==> src/rtl/axil_arb_pkg.sv <==
package axil_arb_pkg;

    // Grant machine states, shared by the write and read paths
    typedef enum logic [1:0] {
        ARB_IDLE   = 2'd0,
        ARB_REQ    = 2'd1,
        ARB_RESP   = 2'd2,
        ARB_LINGER = 2'd3
    } arb_state_t;

endpackage

==> src/rtl/axil_rr_pick.sv <==
module axil_rr_pick #(
    parameter int N_MST = 3,
    parameter int IDX_W = (N_MST > 1) ? $clog2(N_MST) : 1
) (
    input  logic [N_MST-1:0] req,
    input  logic [IDX_W-1:0] base,
    output logic             hit,
    output logic [IDX_W-1:0] sel
);

    // Scan from the farthest offset down, so the nearest requester wins
    always_comb begin
        hit = 1'b0;
        sel = '0;
        for (int k = N_MST - 1; k >= 0; k--) begin
            int unsigned pos;
            pos = int'(base) + k;
            if (pos >= N_MST) begin
                pos = pos - N_MST;
            end
            if (req[pos]) begin
                hit = 1'b1;
                sel = IDX_W'(pos);
            end
        end
    end

endmodule

==> src/rtl/axil_grant_fsm.sv <==
module axil_grant_fsm
    import axil_arb_pkg::*;
#(
    parameter int N_MST = 3,
    parameter int IDX_W = (N_MST > 1) ? $clog2(N_MST) : 1
) (
    input  logic             clk,
    input  logic             rst_n,
    input  logic [N_MST-1:0] req,
    input  logic             req_done,
    input  logic             rsp_done,
    output arb_state_t       state,
    output logic [IDX_W-1:0] owner,
    output logic [IDX_W-1:0] ptr
);

    localparam logic [IDX_W-1:0] LAST_IDX = IDX_W'(N_MST - 1);

    arb_state_t       state_n;
    logic [IDX_W-1:0] owner_n;
    logic [IDX_W-1:0] ptr_n;
    logic             pick_hit;
    logic [IDX_W-1:0] pick_sel;

    axil_rr_pick #(.N_MST(N_MST), .IDX_W(IDX_W)) u_pick (
        .req  (req),
        .base (ptr),
        .hit  (pick_hit),
        .sel  (pick_sel)
    );

    function automatic logic [IDX_W-1:0] after(input logic [IDX_W-1:0] idx);
        return (idx == LAST_IDX) ? '0 : idx + 1'b1;
    endfunction

    // State register
    always_ff @(posedge clk) begin
        if (!rst_n) begin
            state <= ARB_IDLE;
            owner <= '0;
            ptr   <= '0;
        end else begin
            state <= state_n;
            owner <= owner_n;
            ptr   <= ptr_n;
        end
    end

    // Transitions
    always_comb begin
        state_n = state;
        owner_n = owner;
        ptr_n   = ptr;
        unique case (state)
            ARB_IDLE: begin
                if (pick_hit) begin            // grant
                    owner_n = pick_sel;
                    ptr_n   = after(pick_sel);
                    state_n = ARB_REQ;
                end
            end
            ARB_REQ: begin
                if (req_done) state_n = ARB_RESP;   // issue
            end
            ARB_RESP: begin
                if (rsp_done) state_n = ARB_LINGER; // retire
            end
            ARB_LINGER: begin
                if (req[owner]) begin               // keep
                    state_n = ARB_REQ;
                end else if (pick_hit) begin        // rotate
                    owner_n = pick_sel;
                    ptr_n   = after(pick_sel);
                    state_n = ARB_REQ;
                end else begin                      // release
                    state_n = ARB_IDLE;
                end
            end
            default: state_n = ARB_IDLE;
        endcase
    end

endmodule

==> src/rtl/axil_wr_phase.sv <==
module axil_wr_phase (
    input  logic clk,
    input  logic rst_n,
    input  logic active,
    input  logic aw_hs,
    input  logic w_hs,
    output logic aw_open,
    output logic w_open,
    output logic done
);

    logic aw_seen;
    logic w_seen;

    assign aw_open = !aw_seen;
    assign w_open  = !w_seen;
    assign done    = active && (aw_seen || aw_hs) && (w_seen || w_hs);

    always_ff @(posedge clk) begin
        if (!rst_n) begin
            aw_seen <= 1'b0;
            w_seen  <= 1'b0;
        end else if (done) begin
            aw_seen <= 1'b0;
            w_seen  <= 1'b0;
        end else if (active) begin
            if (aw_hs) aw_seen <= 1'b1;
            if (w_hs)  w_seen  <= 1'b1;
        end
    end

endmodule

==> src/rtl/axil_rr_arbiter.sv <==
module axil_rr_arbiter
    import axil_arb_pkg::*;
#(
    parameter int N_MST  = 3,
    parameter int ADDR_W = 32,
    parameter int DATA_W = 32
) (
    input  logic                       clk,
    input  logic                       rst_n,
    input  logic [N_MST*ADDR_W-1:0]    m_awaddr,
    input  logic [N_MST-1:0]           m_awvalid,
    output logic [N_MST-1:0]           m_awready,
    input  logic [N_MST*DATA_W-1:0]    m_wdata,
    input  logic [N_MST*DATA_W/8-1:0]  m_wstrb,
    input  logic [N_MST-1:0]           m_wvalid,
    output logic [N_MST-1:0]           m_wready,
    output logic [N_MST*2-1:0]         m_bresp,
    output logic [N_MST-1:0]           m_bvalid,
    input  logic [N_MST-1:0]           m_bready,
    input  logic [N_MST*ADDR_W-1:0]    m_araddr,
    input  logic [N_MST-1:0]           m_arvalid,
    output logic [N_MST-1:0]           m_arready,
    output logic [N_MST*DATA_W-1:0]    m_rdata,
    output logic [N_MST*2-1:0]         m_rresp,
    output logic [N_MST-1:0]           m_rvalid,
    input  logic [N_MST-1:0]           m_rready,
    output logic [ADDR_W-1:0]          s_awaddr,
    output logic                       s_awvalid,
    input  logic                       s_awready,
    output logic [DATA_W-1:0]          s_wdata,
    output logic [DATA_W/8-1:0]        s_wstrb,
    output logic                       s_wvalid,
    input  logic                       s_wready,
    input  logic [1:0]                 s_bresp,
    input  logic                       s_bvalid,
    output logic                       s_bready,
    output logic [ADDR_W-1:0]          s_araddr,
    output logic                       s_arvalid,
    input  logic                       s_arready,
    input  logic [DATA_W-1:0]          s_rdata,
    input  logic [1:0]                 s_rresp,
    input  logic                       s_rvalid,
    output logic                       s_rready
);

    localparam int IDX_W  = (N_MST > 1) ? $clog2(N_MST) : 1;
    localparam int STRB_W = DATA_W / 8;

    arb_state_t       wr_state;
    logic [IDX_W-1:0] wr_owner;
    logic [IDX_W-1:0] wr_ptr;
    arb_state_t       rd_state;
    logic [IDX_W-1:0] rd_owner;
    logic [IDX_W-1:0] rd_ptr;

    logic wr_in_req, wr_in_rsp, rd_in_req, rd_in_rsp;
    logic aw_open, w_open, wr_req_done, wr_rsp_done;
    logic rd_req_done, rd_rsp_done;
    logic aw_hs, w_hs;

    assign wr_in_req = (wr_state == ARB_REQ);
    assign wr_in_rsp = (wr_state == ARB_RESP);
    assign rd_in_req = (rd_state == ARB_REQ);
    assign rd_in_rsp = (rd_state == ARB_RESP);

    // ---------------- write path ----------------
    axil_grant_fsm #(.N_MST(N_MST), .IDX_W(IDX_W)) u_wr_fsm (
        .clk      (clk),
        .rst_n    (rst_n),
        .req      (m_awvalid),
        .req_done (wr_req_done),
        .rsp_done (wr_rsp_done),
        .state    (wr_state),
        .owner    (wr_owner),
        .ptr      (wr_ptr)
    );

    axil_wr_phase u_wr_phase (
        .clk     (clk),
        .rst_n   (rst_n),
        .active  (wr_in_req),
        .aw_hs   (aw_hs),
        .w_hs    (w_hs),
        .aw_open (aw_open),
        .w_open  (w_open),
        .done    (wr_req_done)
    );

    assign s_awaddr  = m_awaddr[wr_owner*ADDR_W +: ADDR_W];
    assign s_wdata   = m_wdata[wr_owner*DATA_W +: DATA_W];
    assign s_wstrb   = m_wstrb[wr_owner*STRB_W +: STRB_W];
    assign s_awvalid = wr_in_req && aw_open && m_awvalid[wr_owner];
    assign s_wvalid  = wr_in_req && w_open && m_wvalid[wr_owner];
    assign s_bready  = wr_in_rsp && m_bready[wr_owner];
    assign aw_hs       = s_awvalid && s_awready;
    assign w_hs        = s_wvalid && s_wready;
    assign wr_rsp_done = s_bvalid && s_bready;
    assign m_bresp     = {N_MST{s_bresp}};

    always_comb begin
        m_awready = '0;
        m_wready  = '0;
        m_bvalid  = '0;
        m_awready[wr_owner] = wr_in_req && aw_open && s_awready;
        m_wready[wr_owner]  = wr_in_req && w_open && s_wready;
        m_bvalid[wr_owner]  = wr_in_rsp && s_bvalid;
    end

    // ---------------- read path ----------------
    axil_grant_fsm #(.N_MST(N_MST), .IDX_W(IDX_W)) u_rd_fsm (
        .clk      (clk),
        .rst_n    (rst_n),
        .req      (m_arvalid),
        .req_done (rd_req_done),
        .rsp_done (rd_rsp_done),
        .state    (rd_state),
        .owner    (rd_owner),
        .ptr      (rd_ptr)
    );

    assign s_araddr    = m_araddr[rd_owner*ADDR_W +: ADDR_W];
    assign s_arvalid   = rd_in_req && m_arvalid[rd_owner];
    assign s_rready    = rd_in_rsp && m_rready[rd_owner];
    assign rd_req_done = s_arvalid && s_arready;
    assign rd_rsp_done = s_rvalid && s_rready;
    assign m_rdata     = {N_MST{s_rdata}};
    assign m_rresp     = {N_MST{s_rresp}};

    always_comb begin
        m_arready = '0;
        m_rvalid  = '0;
        m_arready[rd_owner] = rd_in_req && s_arready;
        m_rvalid[rd_owner]  = rd_in_rsp && s_rvalid;
    end

endmodule

==> config.mk <==
export PLATFORM = sky130hd
export DESIGN_NAME = axil_rr_arbiter
export DESIGN_NICKNAME = d
export VERILOG_FILES = /design/src/rtl/axil_arb_pkg.sv /design/src/rtl/axil_rr_pick.sv /design/src/rtl/axil_grant_fsm.sv /design/src/rtl/axil_wr_phase.sv /design/src/rtl/axil_rr_arbiter.sv
export SDC_FILE = /design/constraint.sdc
export NUM_CORES = 1
export LEC_CHECK = 0
export ABC_AREA = 1
export BUFFER_PORTS_ARGS = -buffer_cell sky130_fd_sc_hd__buf_4
export CORE_AREA = 2 2 225 227
export DETAILED_ROUTE_END_ITERATION = 16
export DIE_AREA = 0 0 227 229
export GPL_ROUTABILITY_DRIVEN = 0
export MAX_ROUTING_LAYER = met4
export PLACE_DENSITY_LB_ADDON = 0.08
export RECOVER_POWER = 25
export SETUP_SLACK_MARGIN = 0.3
export SKIP_LAST_GASP = 1
export SLEW_MARGIN = 40
export SYNTH_ARGS = -nofsm -noshare
export SYNTH_HDL_FRONTEND = slang
export SYNTH_SLANG_ARGS = --single-unit
==> constraint.sdc <==
create_clock -name clk -period 2.2 [get_ports clk]
set_clock_uncertainty 0.15 [all_clocks]
set_input_delay 0.22 -clock clk [delete_from_list [all_inputs] [get_ports clk]]
set_output_delay 0.22 -clock clk [all_outputs]
set_load 0.02 [all_outputs]
==> flow_summary.json <==
{
  "grt_max_degree": 25,
  "wl_per_cell_um": 19.72,
  "rows": 82,
  "final-hold-violation-count": 0,
  "p_int_w": 0.006109,
  "ant_nets": 0,
  "cts-root-buf": "clkbuf_16",
  "path_class": "flip-flop to output pin",
  "antenna_found_initial": 3,
  "p_per_area_nw_per_um2": 1290,
  "drtPass1Iterations": 4,
  "finalMaxSlewViolations": 0,
  "ys_ff_latch": 14,
  "cts_buffers": 3,
  "ys_dominant_reg_cell": "dfxtp_1",
  "relSlewSlack_pct": 76.62,
  "combPwrFrac_pct": 93.0,
  "global_route.overflow_total": 0,
  "ios": 586,
  "yosys-top-cells-count": "nand2_1 (321), buf_4 (109), a22oi_1 (65)",
  "cts.path.max_buffers": 2,
  "finalNonFillerCells": 1792,
  "p_leak_nw": 4.656,
  "clock_sinks": 14,
  "synth_top_area_cell": "nand2_1",
  "cts_max_level": 1,
  "status": "completed",
  "insertion_delay_ps": 240,
  "place_inst": 1724,
  "period_minus_slack_ps": 2029,
  "fill_cells": 5754,
  "tightest_slew_ps": 350.3,
  "core-area_um2": 49660,
  "yosysMostFrequentCell": "nand2_1",
  "max-vdd-ir-drop_mv": 0.3382,
  "end_kind": "output pin",
  "drc": 0,
  "die_w_um": 227,
  "seqPwrFrac_pct": 4.2,
  "initial_core_util_pct": 7.871,
  "synth-edff-count": 0,
  "grt_pass1_wl_um": 45970,
  "max-cap-violations": 0,
  "critPathLaunchType": "flip-flop",
  "finalSetupViolCount": 0,
  "cp_data_arrival_time_ps": 1660,
  "wirelength_um": 35350,
  "die_y_um": 229,
  "synth-seq-area-share_pct": 7.170,
  "p_sw_w": 0.006369,
  "cts_tree": "done",
  "drive_gt1_share_pct": 64.37,
  "clk_pin_slew_ps": 50,
  "die-area_um2": 51980,
  "synth_top_area_share_pct": 30.83,
  "num_vias": 6299,
  "layout.nets": 1493,
  "yosys_warnings": 0,
  "drt_iter0_drc": 157,
  "syn-cell-area_um2": 3909,
  "synth_top_cells_by_area": "nand2_1 (31%), buf_4 (21%), a22oi_1 (12%)",
  "rsz0062_at_grt": "yes",
  "port_buffers": 441,
  "path_max_fanout": 7,
  "multi_input_area_um2": 3334,
  "max_freq_mhz": 492.9,
  "grt_pass1_vias": 6430,
  "netlist_instances": 727,
  "dp_hpwl_um": 27900,
  "setup_tns_ps": 0,
  "fin_crit_sh_pct": 92.23,
  "hp-class": "primary input to flip-flop",
  "vias_per_cell": 3.515,
  "grt_usage_pct": 12.90,
  "syn_avg_cell_area_um2": 5.377,
  "async_flop_share_pct": 0,
  "regArea_um2": 307.8,
  "ys_types": 23,
  "synthesis.nets": 1101,
  "clock_power_share_pct": 2.8,
  "worst_ep_required_time_ps": 1830,
  "syn2layout_area_growth_pct": 147.5,
  "p_sw_share_pct": 51.04
}
-- worst paths after layout --
path | start | endpoint | slack (ps) | depth (start not counted)
setup / recovery | u_wr_fsm.owner[0] | s_wdata[18] | 170 | 7
setup reg to reg | u_wr_fsm.owner[0] | u_wr_fsm.ptr[0] | 330 | 12
hold / removal | rst_n | u_wr_fsm.state[1] | 110 | 3
hold reg to reg | u_rd_fsm.ptr[1] | u_rd_fsm.ptr[1] | 360 | 2
-- cells in the final DEF, fill, tap and decap left out, types with 2 or more instances in the layout --
master     instances
nand2_2           30
nand3_2           15
nor2_2             6
dfxtp_4            6
nand3_1           43
buf_8              3
nand2_4           16
inv_4              3
a22oi_2           60
nor2_4            15
nor2_1            12
diode_2            3
nand4_1            2
dfxtp_2            4
nand3_4            5
dfxtp_1            4
ha_2               3
o21ai_0            4
nand2_1          275
ha_4               4
inv_1             27
a21oi_2            5
buf_16            16
clkbuf_16          9
a22oi_1            5
buf_12            17
nand3b_1           2
buf_4            403
inv_2             16
ha_1               9
o21ai_1            3
o211ai_1           2
a21oi_1            7
buf_6             81
-- sequential cells by signal, summed over array words and instances, names as in the netlist --
signal              count
u_wr_phase.aw_seen      1
u_wr_fsm.state          2
u_rd_fsm.owner          2
u_rd_fsm.ptr            2
u_wr_fsm.owner          2
u_wr_phase.w_seen       1
u_rd_fsm.state          2
u_wr_fsm.ptr            2
-- routing by layer --
| metal | share of wire, % | GRT usage (%) | vias up |
|---|---|---|---|
| met5 | 0 | - | - |
| met4 | 1.9 | 2.696 | 0 |
| met3 | 10 | 4.618 | 19 |
| met2 | 54 | 24.69 | 395 |
| met1 | 34 | 12.22 | 2853 |
| li1 | - | - | 3032 |
-- worst max-delay path: stages (launching register included) --
cell,delay [ps]
dfxtp_4,370
buf_6,120
nor2_4,40
buf_12,130
buf_16,130
a22oi_2,290
nand2_2,150
buf_6,160
-- power groups by stage --
stage / registers, W / clock network, W / logic, W
6_report: 0.000521 / 0.000349 / 0.0116
5_1_grt: 0.000538 / 0.000385 / 0.0124
4_1_cts: 0.000491 / 0.000368 / 0.0107
3_5_place_dp: 0.000463 / 0 / 0.00805
3_3_place_gp: 0.000469 / 0 / 0.00817
2_1_floorplan: 0.000421 / 0 / 0.00428
-- kinds of logic after synthesis --
| logic type | count (synthesis) | synth area share, % |
|---|---|---|
| compound gates | 89 | 15.88 |
| flops | 14 | 7.170 |
| simple gates | 421 | 43.21 |
| buf+inv | 187 | 28.62 |
| fa+ha+maj | 16 | 5.122 |
-- cell type report --
type / instances / area share (%)
inverter: 48 / 2.018
clock buffer: 3 / 0.7760
sequential: 14 / 3.182
timing repair buffer: 526 / 50.79
multi-input combinational: 526 / 34.47
tap: 672 / 8.691
antenna: 3 / 0.07760
-- timing repair --
item,4_1_cts,5_1_grt
hold buffers,0,0
setup buffers,27,14
cloned,15,6
pin swaps,48,65
gates resized for setup,204,136
endpoints found under the setup margin,129,126
-- through the flow --
stage	utilization, %	instance area (um2)	power (W)	hold slack (ps)	setup WS [ps]
6_report	19.48	9674	0.01248	114.8	171.0
3_3_place_gp	14.92	7407	0.008638	290.3	66.45
5_1_grt	19.48	9674	0.01334	117.7	106.1
2_1_floorplan	-	3909	0.004704	190.5	330.8
3_5_place_dp	14.92	7407	0.008515	290.3	86.60
4_1_cts	17.92	8899	0.01156	122.7	123.5
Power figures use the tool's default switching activity.
